<file path="src/rtl/sbb_pkg.sv">
package sbb_pkg;

    typedef enum logic [2:0] {
        ST_IDLE    = 3'd0,
        ST_READ    = 3'd1,
        ST_WRITE   = 3'd2,
        ST_RECOVER = 3'd3,
        ST_REJECT  = 3'd4
    } bus_state_t;

endpackage

</file>
<file path="src/rtl/sbb_sync.sv">
module sbb_sync #(
    parameter int                 WIDTH   = 1,
    parameter int                 STAGES  = 2,
    parameter logic [WIDTH-1:0]   RST_VAL = '0
) (
    input  logic             clk,
    input  logic             rst_n,
    input  logic [WIDTH-1:0] d,
    output logic [WIDTH-1:0] q
);

    logic [STAGES-1:0][WIDTH-1:0] stg;

    always_ff @(posedge clk or negedge rst_n) begin
        if (!rst_n) begin
            for (int i = 0; i < STAGES; i++) stg[i] <= RST_VAL;
        end else begin
            stg[0] <= d;
            for (int i = 1; i < STAGES; i++) stg[i] <= stg[i-1];
        end
    end

    assign q = stg[STAGES-1];

endmodule

</file>
<file path="src/rtl/sbb_pwr_qual.sv">
module sbb_pwr_qual #(
    parameter int unsigned QUAL_CYCLES = 50_000_000
) (
    input  logic clk,
    input  logic rst_n,
    input  logic pg_s,
    output logic pwr_ok
);

    localparam int              CW    = $clog2(QUAL_CYCLES + 1);
    localparam logic [CW-1:0]   LIMIT = CW'(QUAL_CYCLES);

    logic [CW-1:0] cnt;

    // Any low sample restarts the qualification window.
    always_ff @(posedge clk or negedge rst_n) begin
        if (!rst_n)            cnt <= '0;
        else if (!pg_s)        cnt <= '0;
        else if (cnt != LIMIT) cnt <= cnt + 1'b1;
    end

    assign pwr_ok = (cnt == LIMIT);

    a_r8_drop_blocks: assert property (@(posedge clk) disable iff (!rst_n)
        !pg_s |=> !pwr_ok);

    a_r8_rise_needs_good: assert property (@(posedge clk) disable iff (!rst_n)
        $rose(pwr_ok) |-> $past(pg_s));

endmodule

</file>
<file path="src/rtl/sbb_cycle_fsm.sv">
module sbb_cycle_fsm
    import sbb_pkg::*;
#(
    parameter int ADDR_W     = 17,
    parameter int DATA_W     = 8,
    parameter int REC_CYCLES = 4
) (
    input  logic              clk,
    input  logic              rst_n,
    input  logic              ce,        // synchronized, active high
    input  logic              we,        // synchronized, active high
    input  logic              oe,        // synchronized, active high
    input  logic [ADDR_W-1:0] addr_s,
    input  logic [DATA_W-1:0] data_s,
    input  logic              pwr_ok,
    output logic              wr_en,
    output logic [ADDR_W-1:0] wr_addr,
    output logic [DATA_W-1:0] wr_data,
    output logic              rd_req,
    output logic [ADDR_W-1:0] rd_addr,
    output logic              rd_active,
    output logic              rec_err,
    output logic              proto_err
);

    localparam int               RCW      = $clog2(REC_CYCLES + 1);
    localparam logic [RCW-1:0]   REC_LAST = RCW'(REC_CYCLES - 1);

    bus_state_t          state, state_n;
    logic [RCW-1:0]      rec_cnt;
    logic [ADDR_W-1:0]   addr_q;
    logic [DATA_W-1:0]   data_q;

    logic wr_pair, rd_pair, any_cycle;
    assign wr_pair   = ce && we;
    assign rd_pair   = ce && oe && !we;
    assign any_cycle = ce && (we || oe);

    // State register
    always_ff @(posedge clk or negedge rst_n) begin
        if (!rst_n) state <= ST_IDLE;
        else        state <= state_n;
    end

    // Transitions
    always_comb begin
        state_n = state;
        unique case (state)
            ST_IDLE: begin
                if (wr_pair)      state_n = ST_WRITE;
                else if (rd_pair) state_n = ST_READ;
            end
            ST_READ: begin
                if (wr_pair)       state_n = ST_WRITE;
                else if (!rd_pair) state_n = ST_IDLE;
            end
            ST_WRITE: begin
                if (!wr_pair) state_n = ST_RECOVER;
            end
            ST_RECOVER: begin
                if (any_cycle)                        state_n = ST_REJECT;
                else if (!we && rec_cnt == REC_LAST)  state_n = ST_IDLE;
            end
            ST_REJECT: begin
                if (!any_cycle) state_n = ST_RECOVER;
            end
            default: state_n = ST_IDLE;
        endcase
    end

    // Outputs and datapath
    always_ff @(posedge clk or negedge rst_n) begin
        if (!rst_n) begin
            wr_en     <= 1'b0;
            rd_req    <= 1'b0;
            rd_active <= 1'b0;
            rec_err   <= 1'b0;
            proto_err <= 1'b0;
            rec_cnt   <= '0;
            addr_q    <= '0;
            data_q    <= '0;
        end else begin
            wr_en     <= 1'b0;
            rd_req    <= 1'b0;
            rd_active <= (state_n == ST_READ);

            if (state == ST_RECOVER && !we) rec_cnt <= rec_cnt + 1'b1;
            else                            rec_cnt <= '0;

            if (state_n == ST_WRITE) begin
                if (state != ST_WRITE)     addr_q    <= addr_s;
                else if (addr_s != addr_q) proto_err <= 1'b1;
                data_q <= data_s;
            end

            if (state == ST_WRITE && state_n == ST_RECOVER)
                wr_en <= pwr_ok;

            if (state_n == ST_READ && (state != ST_READ || addr_s != addr_q)) begin
                addr_q <= addr_s;
                rd_req <= 1'b1;
            end

            if (state == ST_RECOVER && state_n == ST_REJECT)
                rec_err <= 1'b1;
        end
    end

    assign wr_addr = addr_q;
    assign wr_data = data_q;
    assign rd_addr = addr_q;

    a_r3_single_pulse: assert property (@(posedge clk) disable iff (!rst_n)
        wr_en |=> !wr_en);

    a_r5_we_releases_read: assert property (@(posedge clk) disable iff (!rst_n)
        (state == ST_READ && we) |=> !rd_active);

    a_r6_flag_from_recover: assert property (@(posedge clk) disable iff (!rst_n)
        $rose(rec_err) |-> $past(state == ST_RECOVER));

    a_r9_flag_sticky: assert property (@(posedge clk) disable iff (!rst_n)
        proto_err |=> proto_err);

    a_r4_write_needs_both: assert property (@(posedge clk) disable iff (!rst_n)
        (state != ST_WRITE && !(ce && we)) |=> state != ST_WRITE);

endmodule

</file>
<file path="src/rtl/strobe_bus_bridge.sv">
module strobe_bus_bridge #(
    parameter int          ADDR_W      = 17,
    parameter int          DATA_W      = 8,
    parameter int          SYNC_STAGES = 2,
    parameter int          REC_CYCLES  = 4,
    parameter int unsigned QUAL_CYCLES = 50_000_000
) (
    input  logic              clk,
    input  logic              rst_n,
    input  logic              bus_ce_n,
    input  logic              bus_we_n,
    input  logic              bus_oe_n,
    input  logic [ADDR_W-1:0] bus_addr,
    input  logic [DATA_W-1:0] bus_din,
    output logic [DATA_W-1:0] bus_dout,
    output logic              bus_dout_en,
    input  logic              pwr_good,
    output logic              reg_wr_en,
    output logic [ADDR_W-1:0] reg_wr_addr,
    output logic [DATA_W-1:0] reg_wr_data,
    output logic              reg_rd_req,
    output logic [ADDR_W-1:0] reg_rd_addr,
    input  logic [DATA_W-1:0] reg_rd_data,
    output logic              err_recovery,
    output logic              err_addr_change
);

    localparam int AD_W = ADDR_W + DATA_W;

    logic [2:0]        strb_s;
    logic [AD_W-1:0]   ad_s;
    logic              pg_s;
    logic              pwr_ok;
    logic              rd_active;
    logic              rd_ret;
    logic              have_data;
    logic [DATA_W-1:0] dout_q;

    sbb_sync #(.WIDTH(3), .STAGES(SYNC_STAGES), .RST_VAL(3'b111)) u_sync_strb (
        .clk   (clk),
        .rst_n (rst_n),
        .d     ({bus_ce_n, bus_we_n, bus_oe_n}),
        .q     (strb_s)
    );

    sbb_sync #(.WIDTH(AD_W), .STAGES(SYNC_STAGES), .RST_VAL('0)) u_sync_ad (
        .clk   (clk),
        .rst_n (rst_n),
        .d     ({bus_addr, bus_din}),
        .q     (ad_s)
    );

    sbb_sync #(.WIDTH(1), .STAGES(SYNC_STAGES), .RST_VAL(1'b0)) u_sync_pg (
        .clk   (clk),
        .rst_n (rst_n),
        .d     (pwr_good),
        .q     (pg_s)
    );

    sbb_pwr_qual #(.QUAL_CYCLES(QUAL_CYCLES)) u_qual (
        .clk    (clk),
        .rst_n  (rst_n),
        .pg_s   (pg_s),
        .pwr_ok (pwr_ok)
    );

    sbb_cycle_fsm #(.ADDR_W(ADDR_W), .DATA_W(DATA_W), .REC_CYCLES(REC_CYCLES)) u_fsm (
        .clk       (clk),
        .rst_n     (rst_n),
        .ce        (~strb_s[2]),
        .we        (~strb_s[1]),
        .oe        (~strb_s[0]),
        .addr_s    (ad_s[AD_W-1:DATA_W]),
        .data_s    (ad_s[DATA_W-1:0]),
        .pwr_ok    (pwr_ok),
        .wr_en     (reg_wr_en),
        .wr_addr   (reg_wr_addr),
        .wr_data   (reg_wr_data),
        .rd_req    (reg_rd_req),
        .rd_addr   (reg_rd_addr),
        .rd_active (rd_active),
        .rec_err   (err_recovery),
        .proto_err (err_addr_change)
    );

    // Read return: data arrives the cycle after the request.
    always_ff @(posedge clk or negedge rst_n) begin
        if (!rst_n) begin
            rd_ret    <= 1'b0;
            have_data <= 1'b0;
            dout_q    <= '0;
        end else begin
            rd_ret <= reg_rd_req;
            if (reg_rd_req || !rd_active) begin
                have_data <= 1'b0;
            end else if (rd_ret) begin
                have_data <= 1'b1;
                dout_q    <= reg_rd_data;
            end
        end
    end

    assign bus_dout    = dout_q;
    assign bus_dout_en = have_data && rd_active && !reg_rd_req;

    a_r7_commit_gated: assert property (@(posedge clk) disable iff (!rst_n)
        reg_wr_en |-> $past(pwr_ok));

    a_r1_return_drives: assert property (@(posedge clk) disable iff (!rst_n)
        (rd_ret && !reg_rd_req && rd_active) |=> (bus_dout_en || !rd_active || reg_rd_req));

endmodule

</file>
<file path="config.mk">
export PLATFORM = sky130hd
export DESIGN_NAME = strobe_bus_bridge
export DESIGN_NICKNAME = d
export VERILOG_FILES = /design/src/rtl/sbb_pkg.sv /design/src/rtl/sbb_sync.sv /design/src/rtl/sbb_pwr_qual.sv /design/src/rtl/sbb_cycle_fsm.sv /design/src/rtl/strobe_bus_bridge.sv
export SDC_FILE = /design/constraint.sdc
export NUM_CORES = 1
export LEC_CHECK = 0
export CORE_MARGIN = 8
export CORE_UTILIZATION = 45
export DETAILED_ROUTE_END_ITERATION = 10
export GPL_TIMING_DRIVEN = 0
export PLACE_DENSITY_LB_ADDON = 0.2
export SLEW_MARGIN = 20
export SYNTH_ARGS = -nofsm -noshare
export SYNTH_HDL_FRONTEND = slang
export SYNTH_HIERARCHICAL = 1
export SYNTH_SLANG_ARGS = --single-unit
</file>
<file path="constraint.sdc">
create_clock -name clk -period 2.4 [get_ports clk]
set_clock_uncertainty 0.1 [all_clocks]
set_input_delay 0.48 -clock clk [delete_from_list [all_inputs] [get_ports clk]]
set_output_delay 0.48 -clock clk [all_outputs]
set_load 0.03 [all_outputs]
</file>
==> qor.yml <==
min_period_over_period_pct: 93.3
setup_violations: 0
grt_max_degree: 87
synth_top_family_by_area: "simple AND/OR/NAND/NOR gates"
dieArea_um2: 15700
syn_area_um2: 5380
drive_above_1_share_pct: 24.1
io_buffer_count: 93
fillCellCount: 969
synth.area.top_cells: "dfrtp_1, buf_4, mux2_2"
holdWs_ns: 0.242
synth_seq_cells: 130
via_per_inst: 4.89
synthDistinctLibCells: 54
ys_warn_count: 6
leakage_nw: 3.06
grt-ovfl-total: 0
area_growth_syn_to_layout_pct: 32.7
cts_buffers: 17
grt_pass1_vias: 3619
seq_area_frac_synth_pct: 60.6
synth_adder_area_share_pct: 0.930
avgSynthCellArea_um2: 12.9
globalplace.congestion: 0.867
grt_first_pass_wirelength_um: 17900
hp-class: "flip-flop to flip-flop"
antenna_found_initial: 0
worstMarginPinSlew_ns: 0.835
path_clk_slew_ns: 0.05
clockBufferDepth: 2
drt_iter0_drc: 175
arrival_ns: 2.43
yosys-top-cells-count: "dfrtp_1, buf_4, nand2_1, mux2_2, xnor2_1"
synth-xor-area-share_pct: 4.23
slew_headroom_pct: 44.2
synth_top_area_share_pct: 57.6
regArea_um2: 3260
cts_sinks: 130
core_area_um2: 11900
ios: 94
synth.area.mux_share_pct: 8.71
diodes: 0
rows: 40
wl_um: 10200
rsz0062_at_grt: "false"
place_hpwl_um: 7270
p_per_area_nw_per_um2: 1130
synthesis.nets: 461
ant_nets: 0
required_ns: 2.59
multi_input_area_um2: 1690
worst-setup-path-type: "flip-flop to flip-flop"
total_power_mw: 8.08
first_pass_iters: 4
ys_async_sr_fraction_pct: 100
tns_ns: 0
cap_violations: 0
drv_slew: 0
wl_per_cell_um: 14.7
synth_compound_area_share_pct: 4.67
hold_viol_final: 0
cts_htree_levels: 4
drcViolationCount: 0
yosysTopAreaCell: "dfrtp_1"
synthSimpleGateAreaFrac_pct: 12.7
period_needed_ns: 2.24
final_nets: 575
fmax_ghz: 0.447
cp-end-kind: "flip-flop"
root_buffer: "clkbuf_16"
synth_edf_count: 0
start_util_pct: 45.4
synth.most_common_cell: "dfrtp_1"
dieHeight_um: 125
cts_tree: "built"
vias: 3371
max-vdd-ir-drop_v: 0.000503
clk_latency_ns: 0.41
grt.total_usage_pct: 14.3
worstPathMaxFanout: 10
status: "completed"
fp.dieW_um: 125
ys.flop_type: "dfrtp_1"
syn-instance-count: 418
startpoint_type: "flip-flop"
## power breakdown
| part | leakage, nW | internal, mW | switching, mW |
|---|---|---|---|
| Clock | 0.285 | 1.67 | 0.877 |
| Combinational | 1.19 | 1.34 | 1.39 |
| Sequential | 1.58 | 2.53 | 0.277 |
| Total | 3.06 | 5.54 | 2.54 |
## kinds of logic after synthesis
| family | Yosys count |
|---|---|
| and+or+nand+nor | 114 |
| DFF | 130 |
| xor gates and xnor gates | 26 |
| muxes | 40 |
| buffers and inverters | 68 |
| adders and majority gates | 4 |
| AOI/OAI and AO/OA | 36 |
## cell type report
type,instances,area share [%]
Clock inverter,9,1.86
Clock buffer,21,6.45
Tap cell,147,2.57
Buffer,53,5.41
Sequential cell,130,45.6
Timing Repair Buffer,95,13.7
Inverter,15,0.788
Multi-Input combinational cell,220,23.6
## flip-flops by register name (all words and copies together), names as in the netlist, 3 cells and up
name,cells
u_sync_ad/stg,25
u_fsm/rd_addr,17
u_sync_strb/q,3
u_qual/cnt,26
bus_dout,8
u_fsm/state,3
u_sync_strb/stg,3
u_fsm/rec_cnt,3
u_fsm/wr_data,8
u_sync_ad/q,25
## cells in the final DEF, fill, tap and decap left out, types with 4 or more instances in the layout
cell,netlist,final
xor2_1,8,8
clkdlybuf4s50_1,0,91
a21oi_1,14,14
mux2i_1,9,9
nand2b_1,7,7
ha_1,4,4
dfrtp_1,124,124
buf_4,45,45
nand3_1,9,9
inv_1,14,14
mux2_4,8,8
nor4_1,9,9
o21ai_0,8,8
clkbuf_1,3,5
nor4b_1,4,4
mux2_2,23,23
nor3_1,8,8
or3_1,4,4
dfstp_2,6,6
clkbuf_16,0,17
nor2_1,16,16
nand2_1,24,24
xnor2_1,18,18
nand4_1,8,8
## repair_timing
action                                  in CTS  in global routing
hold endpoints to repair                    42                  0
setup buffers                                0                  0
endpoints found under the setup margin       0                  2
gates resized for setup                      0                  2
hold buffers                                 1                  0
## per-layer routing
| layer | part of all wire, % | GRT usage (%) |
|---|---|---|
| met2 | 49 | 22.9 |
| met3 | 5.9 | 6.33 |
| met1 | 44 | 16.6 |
| met5 | 0 | 0 |
| met4 | 1.2 | 5.59 |
## worst max-delay path: stages (launching register included)
cell and delay [ns]:
dfrtp_1 0.36, buf_4 0.13, xnor2_1 0.12, o221ai_1 0.13
nor3_1 0.45, a31oi_4 0.27, buf_6 0.24, mux2_4 0.30
## path summary, 6_finish.rpt
check	start	to	slack, ns	cells after the start
hold / removal	u_sync_ad/stg[18]	u_sync_ad/q[18]	0.24	0
setup reg to reg	u_sync_ad/q[8]	u_fsm/rd_addr[11]	0.16	7
min in group asynchronous	rst_n	u_fsm/rd_addr[15]	0.45	2
max in group asynchronous	rst_n	u_sync_strb/stg[0]	1.01	3
hold reg to reg	u_sync_ad/stg[18]	u_sync_ad/q[18]	0.24	0
setup / recovery	u_sync_ad/q[8]	u_fsm/rd_addr[11]	0.16	7
## metrics by stage
stage | area (um2) | cells | setup slack (ns) | util, %
floorplan | 5380 | 418 | 0.316 | -
detailed placement | 6530 | 659 | 0.0916 | 55.1
finish | 7140 | 690 | 0.162 | 60.2
global route | 7140 | 690 | 0.0167 | 60.2
CTS | 7130 | 690 | 0.0449 | 60.1
global placement | 6500 | 658 | -4.22 | 54.8
(Power assumes the default switching activity.)
